<file path="src/rtl/extmem_pkg.sv">
package extmem_pkg;

  typedef enum logic [2:0] {
    PH_IDLE = 3'd0,
    PH_ASET = 3'd1,
    PH_AHLD = 3'd2,
    PH_DSET = 3'd3,
    PH_TURN = 3'd4
  } phase_e;

endpackage

</file>
<file path="src/rtl/extmem_phase_cnt.sv">
// Down-counter for phase length: loaded with (length - 1) on phase entry,
// flags the final cycle of the phase when it reaches zero.
module extmem_phase_cnt #(
  parameter int W = 8
) (
  input  logic         clk,
  input  logic         rst_n,
  input  logic         load,
  input  logic [W-1:0] load_val,
  output logic         last
);

  logic [W-1:0] cnt_q;
  logic [W-1:0] cnt_d;
  logic         cnt_en;

  always_comb begin
    cnt_en = load || (cnt_q != '0);
    cnt_d  = load ? load_val : (cnt_q - W'(1));
  end

  always_ff @(posedge clk or negedge rst_n) begin
    if (!rst_n) begin
      cnt_q <= '0;
    end else if (cnt_en) begin
      cnt_q <= cnt_d;
    end
  end

  assign last = (cnt_q == '0);

endmodule

</file>
<file path="src/rtl/extmem_bank_dec.sv">
// One active-low select per bank, driven while an access owns the bus.
module extmem_bank_dec #(
  parameter int BANKS  = 4,
  parameter int BANK_W = 2
) (
  input  logic              active,
  input  logic [BANK_W-1:0] bank,
  output logic [BANKS-1:0]  ce_n
);

  for (genvar g = 0; g < BANKS; g++) begin : g_sel
    assign ce_n[g] = ~(active && (bank == BANK_W'(g)));
  end

endmodule

</file>
<file path="src/rtl/extmem_pin_drv.sv">
// Strobe and data-bus decode from the current phase.
module extmem_pin_drv
  import extmem_pkg::*;
#(
  parameter int DATA_W = 16
) (
  input  phase_e            phase,
  input  logic              is_wr,
  input  logic              mux,
  input  logic [DATA_W-1:0] addr_lo,
  input  logic [DATA_W-1:0] wdata,
  output logic              active,
  output logic              adv_n,
  output logic              oe_n,
  output logic              we_n,
  output logic              dq_oe,
  output logic [DATA_W-1:0] dq_o
);

  logic addr_ph;
  logic data_ph;

  always_comb begin
    addr_ph = (phase == PH_ASET) || (phase == PH_AHLD);
    data_ph = (phase == PH_DSET);
    active  = addr_ph || data_ph;
    adv_n   = ~(phase == PH_ASET);
    oe_n    = ~(data_ph && !is_wr);
    we_n    = ~(data_ph && is_wr);
    dq_oe   = (addr_ph && mux) || (data_ph && is_wr);
    dq_o    = '0;
    if (addr_ph && mux) begin
      dq_o = addr_lo;
    end else if (data_ph && is_wr) begin
      dq_o = wdata;
    end
  end

endmodule

</file>
<file path="src/rtl/extmem_async_seq.sv">
module extmem_async_seq
  import extmem_pkg::*;
#(
  parameter int ADDR_W = 26,
  parameter int DATA_W = 16,
  parameter int BANKS  = 4,
  parameter int SET_W  = 4,
  parameter int DS_W   = 8,
  localparam int BANK_W  = $clog2(BANKS),
  localparam int HOST_AW = ADDR_W + BANK_W
) (
  input  logic               clk,
  input  logic               rst_n,
  input  logic               req_valid,
  input  logic               req_write,
  input  logic [HOST_AW-1:0] req_addr,
  input  logic [DATA_W-1:0]  req_wdata,
  input  logic [SET_W-1:0]   cfg_addr_setup,
  input  logic [SET_W-1:0]   cfg_addr_hold,
  input  logic [DS_W-1:0]    cfg_data_setup,
  input  logic [SET_W-1:0]   cfg_turn,
  input  logic               cfg_mux,
  output logic               req_ready,
  output logic               done,
  output logic [DATA_W-1:0]  rd_data,
  output logic [ADDR_W-1:0]  mem_addr,
  output logic [DATA_W-1:0]  dq_o,
  output logic               dq_oe,
  input  logic [DATA_W-1:0]  dq_i,
  output logic [BANKS-1:0]   ce_n,
  output logic               oe_n,
  output logic               we_n,
  output logic               adv_n
);

  localparam int CNT_W = (DS_W > SET_W) ? DS_W : SET_W;

  // reset: asserted asynchronously, released on the clock
  logic rst_meta;
  logic rst_i;

  always_ff @(posedge clk or negedge rst_n) begin
    if (!rst_n) begin
      rst_meta <= 1'b0;
      rst_i    <= 1'b0;
    end else begin
      rst_meta <= 1'b1;
      rst_i    <= rst_meta;
    end
  end

  phase_e              phase_q, phase_d;
  logic                wr_q, mux_q;
  logic [HOST_AW-1:0]  addr_q;
  logic [DATA_W-1:0]   wdata_q;
  logic [SET_W-1:0]    hold_q, turn_q;
  logic [DS_W-1:0]     dset_q;
  logic [DATA_W-1:0]   rd_q;
  logic                done_q, done_d;

  logic                accept;
  logic                cap_rd;
  logic                cnt_load;
  logic [CNT_W-1:0]    cnt_val;
  logic                cnt_last;
  logic                pins_active;

  function automatic logic [CNT_W-1:0] hold_len_m1(input logic [SET_W-1:0] h);
    return (h == '0) ? '0 : (CNT_W'(h) - CNT_W'(1));
  endfunction

  // next-state logic
  always_comb begin
    phase_d  = phase_q;
    cnt_load = 1'b0;
    cnt_val  = '0;
    done_d   = 1'b0;
    accept   = 1'b0;
    unique case (phase_q)
      PH_IDLE: begin
        if (req_valid) begin
          accept   = 1'b1;
          cnt_load = 1'b1;
          if (cfg_addr_setup != '0) begin
            phase_d = PH_ASET;
            cnt_val = CNT_W'(cfg_addr_setup) - CNT_W'(1);
          end else if (cfg_mux) begin
            phase_d = PH_AHLD;
            cnt_val = hold_len_m1(cfg_addr_hold);
          end else begin
            phase_d = PH_DSET;
            cnt_val = CNT_W'(cfg_data_setup);
          end
        end
      end
      PH_ASET: begin
        if (cnt_last) begin
          cnt_load = 1'b1;
          if (mux_q) begin
            phase_d = PH_AHLD;
            cnt_val = hold_len_m1(hold_q);
          end else begin
            phase_d = PH_DSET;
            cnt_val = CNT_W'(dset_q);
          end
        end
      end
      PH_AHLD: begin
        if (cnt_last) begin
          cnt_load = 1'b1;
          phase_d  = PH_DSET;
          cnt_val  = CNT_W'(dset_q);
        end
      end
      PH_DSET: begin
        if (cnt_last) begin
          if (turn_q != '0) begin
            cnt_load = 1'b1;
            phase_d  = PH_TURN;
            cnt_val  = CNT_W'(turn_q) - CNT_W'(1);
          end else begin
            phase_d = PH_IDLE;
            done_d  = 1'b1;
          end
        end
      end
      PH_TURN: begin
        if (cnt_last) begin
          phase_d = PH_IDLE;
          done_d  = 1'b1;
        end
      end
      default: phase_d = PH_IDLE;
    endcase
    cap_rd = (phase_q == PH_DSET) && cnt_last && !wr_q;
  end

  // state registers
  always_ff @(posedge clk or negedge rst_i) begin
    if (!rst_i) begin
      phase_q <= PH_IDLE;
      done_q  <= 1'b0;
    end else begin
      phase_q <= phase_d;
      done_q  <= done_d;
    end
  end

  // request and timing capture, enabled on acceptance
  always_ff @(posedge clk or negedge rst_i) begin
    if (!rst_i) begin
      wr_q    <= 1'b0;
      mux_q   <= 1'b0;
      addr_q  <= '0;
      wdata_q <= '0;
      hold_q  <= '0;
      dset_q  <= '0;
      turn_q  <= '0;
    end else if (accept) begin
      wr_q    <= req_write;
      mux_q   <= cfg_mux;
      addr_q  <= req_addr;
      wdata_q <= req_wdata;
      hold_q  <= cfg_addr_hold;
      dset_q  <= cfg_data_setup;
      turn_q  <= cfg_turn;
    end
  end

  // read data capture, enabled on the last data setup cycle
  always_ff @(posedge clk or negedge rst_i) begin
    if (!rst_i) begin
      rd_q <= '0;
    end else if (cap_rd) begin
      rd_q <= dq_i;
    end
  end

  extmem_phase_cnt #(
    .W (CNT_W)
  ) u_cnt (
    .clk      (clk),
    .rst_n    (rst_i),
    .load     (cnt_load),
    .load_val (cnt_val),
    .last     (cnt_last)
  );

  extmem_pin_drv #(
    .DATA_W (DATA_W)
  ) u_pins (
    .phase   (phase_q),
    .is_wr   (wr_q),
    .mux     (mux_q),
    .addr_lo (addr_q[DATA_W-1:0]),
    .wdata   (wdata_q),
    .active  (pins_active),
    .adv_n   (adv_n),
    .oe_n    (oe_n),
    .we_n    (we_n),
    .dq_oe   (dq_oe),
    .dq_o    (dq_o)
  );

  extmem_bank_dec #(
    .BANKS  (BANKS),
    .BANK_W (BANK_W)
  ) u_bank (
    .active (pins_active),
    .bank   (addr_q[HOST_AW-1:ADDR_W]),
    .ce_n   (ce_n)
  );

  assign req_ready = (phase_q == PH_IDLE);
  assign done      = done_q;
  assign rd_data   = rd_q;
  assign mem_addr  = addr_q[ADDR_W-1:0];

endmodule

</file>
<file path="config.mk">
export PLATFORM = sky130hd
export DESIGN_NAME = extmem_async_seq
export DESIGN_NICKNAME = d
export VERILOG_FILES = /design/src/rtl/extmem_pkg.sv /design/src/rtl/extmem_phase_cnt.sv /design/src/rtl/extmem_bank_dec.sv /design/src/rtl/extmem_pin_drv.sv /design/src/rtl/extmem_async_seq.sv
export SDC_FILE = /design/constraint.sdc
export NUM_CORES = 1
export LEC_CHECK = 0
export BUFFER_PORTS_ARGS = -buffer_cell sky130_fd_sc_hd__buf_2
export CAP_MARGIN = 0
export CORE_MARGIN = 2
export CORE_UTILIZATION = 51
export DETAILED_ROUTE_END_ITERATION = 7
export PLACE_DENSITY = 0.91
export SYNTH_ARGS = -nofsm -noshare
export SYNTH_HDL_FRONTEND = slang
export SYNTH_HIERARCHICAL = 1
export SYNTH_SLANG_ARGS = --single-unit
export TNS_END_PERCENT = 10
</file>
<file path="constraint.sdc">
create_clock -name clk -period 4.2 [get_ports clk]
set_clock_uncertainty 0.15 [all_clocks]
set_input_delay 0.21 -clock clk [delete_from_list [all_inputs] [get_ports clk]]
set_output_delay 0.21 -clock clk [all_outputs]
set_load 0.01 [all_outputs]
</file>
==> impl_results.md <==
- Worst EP arrival: about 3.2 ns
- Setup violators final: 0
- Hold Fails Final Rpt: 0
- Layout cells sized above 1: a little under half
- Initial Utilization: 51.7%
- Synth async-reset ratio: between 90% and 100%
- Initial antenna violation count: 0
- FF/Latch Area: around 0.0023 sq mm
- Worst hold slack: between 0.015 and 0.02 ns
- Synth Cell Area: between 0.004 and 0.005 sq mm
- Dpl ws: roughly 1.2 ns
- Top-area cell type share of the netlist area: 48.9%
- Area Overhead vs Synth: 33.4%
- Post-synthesis register bit count: 92
- Slew @ Worst Pin: between 1 and 1.5 ns
- DR vias: between 3000 and 4000
- Commonest non-fill, non-tap cell in the layout: buf_2
- Worst R2R Start: u_cnt/cnt_q[0]
- Outcome: complete, no violations
- Clock-pin transition on the worst setup and hold timing paths: about 0.10 ns
- Leak: approximately 2.9 nW
- Count of pins over their slew limit: 0
- Min-delay src: cfg_addr_hold[2]
- Fin crit share: about three quarters
- VDD IR max: around 0.37 mV
- Area of the multi-input gates: around 0.002 sq mm
- Register-to-Register Path Depth: 11
- WS Path Type: flip-flop to flip-flop
- CP max stage cell: or4b_2
- Die width: around 100 microns
- Antenna diodes: 0
- Final weighted congestion in routability-driven placement: between 0.9 and 1
- CTS root buf: clkbuf_8
- Seq/Total Area, Yosys: 48.9%
- EDFF count, synth: 0
- Cell family with most CP delay: simple AND/OR/NAND/NOR gates
- CTS H-tree depth: 3
- Leading area contributor after synthesis: dfrtp_1
- RSZ-0062 raised after global routing: false
- DRC viols: 0
- Main flop type after synthesis: dfrtp_1
- Worst skew pair latency: around 0.36 ns
- Die height: 100 microns
- # Post-CTS Setup Buffers: 0
- Worst path buffer plus inverter count: 3
- TNS Setup: 0 ns
- Clock sinks: approximately 90
- Largest net degree at the start of global routing: 91
- TritonCTS clock tree: built
- Maxcap violations: 0
- # rows: 35
- DR iter-0 viols: between 300 and 400
- Critical Path End Type: flip-flop
- RR Endpoint: u_cnt/cnt_q[6]
- Core Region: 0.00911 sq mm
- Total gr overflow: 0
- Avg Inst Size Synth: 12.4 sq um
- Post-Synthesis Cells: about 380
- Vias/cell: 5.47
- FF-to-FF setup slack: roughly 1.1 ns
- Max Freq: approximately 330 MHz
- Critical path fanouts, max: 15
- Max Root-Sink Buffers: 2
- DRT Pass-1 Iters: 5
- Top post-synthesis cells by area: dfrtp_1 49%, mux2_2 16%, buf_4 5.4%
- Critical Path Source Type: flip-flop
- Most frequent cells in the layout: 152 x buf_2, 91 x dfrtp_1, 76 x dlygate4sd3_1
- Final ANT Viol Nets: 0
- Num CTS Buffers: 9
- Critical path required time: about 4.3 ns
- Worst relative slew slack: 23.0%
- CTS resizes: 0
- Ys Warns: 6
- DRT Wirelength: roughly 12 mm
- Pwr/cell area: roughly 640 mW/mm^2
- Hold Path Class: input pin to flip-flop
- First-pass GRT wire length: between 15 and 20 mm
- Vias in the first global route: a little under 4000
- DR WL/cell: 17.2 microns
- Worst hold stages: 2
- Hold endpoint: hold_q[2]
- # IOs: about 150
- Post-synth net total: between 400 and 500
- Critical path's largest stage delay: between 0.6 and 0.7 ns
- Die ar.: 0.0100 sq mm
- Minimum clock period: 3.07 ns
- DP Wirelength: between 7 and 8 mm
- Crit-path cells: inv_1 -> ha_1 -> or4b_2 -> nor2_1 -> buf_4 -> nand2b_4 -> nor2_1 -> a21o_1 -> inv_1 -> o311ai_0 -> nand3_1
- Total GRT Usage: 24.5%
- Final Worst Setup Slack: 1.13 ns
- PortBufs: approximately 150
- Fillers: 659
- Synth cell types: 66
- Nets: 664
final cells by class:
type	instances	share of cell area, %
sequential	92	36.7
multi-input combinational	233	32.4
timing repair buffer	232	24.7
tap	111	2.21
clock buffer	10	2.19
clock inverter	6	1.20
inverter	9	0.538
cell usage after synthesis, drive strengths merged, types with 3 or more instances:
cell type / instances
dfrtp: 92
mux2: 77
buf: 41
a32o: 16
nand2: 14
o21ai: 13
nor2: 12
nor3: 10
inv: 9
nand3: 6
or3b: 6
a21oi: 5
a22o: 5
o31ai: 5
clkbuf: 4
nor2b: 4
nor3b: 4
xnor2: 4
a21o: 3
nand2b: 3
nand3b: 3
o311ai: 3
or4: 3
or4b: 3
state kept, by name (all words and copies together), names as in the netlist:
signal and cells:
rst_meta 1, u_cnt/cnt_q 8, wr_q 1, wdata_q 16, dset_q 8, mux_q 1, rd_data 16, hold_q 4
turn_q 4, done 1, addr_q 28, rst_i 1, phase_q 3
worst reg2reg max path: stages (launching register included):
cell and delay [ns]:
dfrtp_1 0.43, inv_1 0.12, ha_1 0.26, or4b_2 0.68, nor2_1 0.12, buf_4 0.19, nand2b_4 0.10, nor2_1 0.11
a21o_1 0.42, inv_1 0.14, o311ai_0 0.12, nand3_1 0.11
repair_timing:
item                                    CTS  global route
hold endpoints to repair                 76             0
endpoints found under the setup margin    0             0
hold buffers                             76             0
power breakdown:
part / switching [mW] / total, mW / internal (mW)
registers: 0.383 / 1.67 / 1.29
logic: 0.814 / 1.72 / 0.907
clock network: 0.334 / 0.637 / 0.302
total: 1.53 / 4.03 / 2.50
kinds of logic (layout without fill, tap and decap cells):
kind of cell | Yosys count | in the layout | synth area share (%)
buffers and inverters | 54 | 257 | 7.84
AOI/OAI and AO/OA | 69 | 69 | 11.5
adders and majority gates | 2 | 2 | 0.532
DFF | 92 | 92 | 48.9
and+or+nand+nor | 78 | 78 | 10.7
xor gates and xnor gates | 6 | 6 | 1.28
other | 1 | 1 | 0.0797
muxes | 77 | 77 | 19.2
metal layers:
metal / global-route usage, % / routed length (microns) / vias up
met1: 30.0 / 4840 / 1830
met2: 41.3 / 6020 / 153
met5: 0 / 0 / -
li1: - / - / 1778
met3: 6.82 / 760 / 29
met4: 10.0 / 324 / 0
per-stage QoR:
stage / cell area, sq um / util [%] / std cells / power, mW
global route: 6280 / 68.9 / 693 / 4.29
CTS: 6280 / 68.9 / 693 / 4.03
floorplan: 4710 / - / 379 / 2.93
global placement: 5310 / 58.3 / 601 / 3.22
detailed placement: 5310 / 58.3 / 601 / 3.32
finish: 6280 / 68.9 / 693 / 4.03
worst max path at each step:
stage	to	slack, ns	from	cells past startpoint
finish	u_cnt/cnt_q[6]	1.13	u_cnt/cnt_q[0]	11
global route	u_cnt/cnt_q[6]	0.97	u_cnt/cnt_q[0]	11
CTS	u_cnt/cnt_q[6]	1.18	u_cnt/cnt_q[0]	11
detailed placement	u_cnt/cnt_q[6]	1.19	u_cnt/cnt_q[0]	11
global placement	u_cnt/cnt_q[6]	1.37	u_cnt/cnt_q[0]	11
floorplan	rd_data[0]	1.18	u_cnt/cnt_q[0]	8
(Power assumes the default switching activity.)
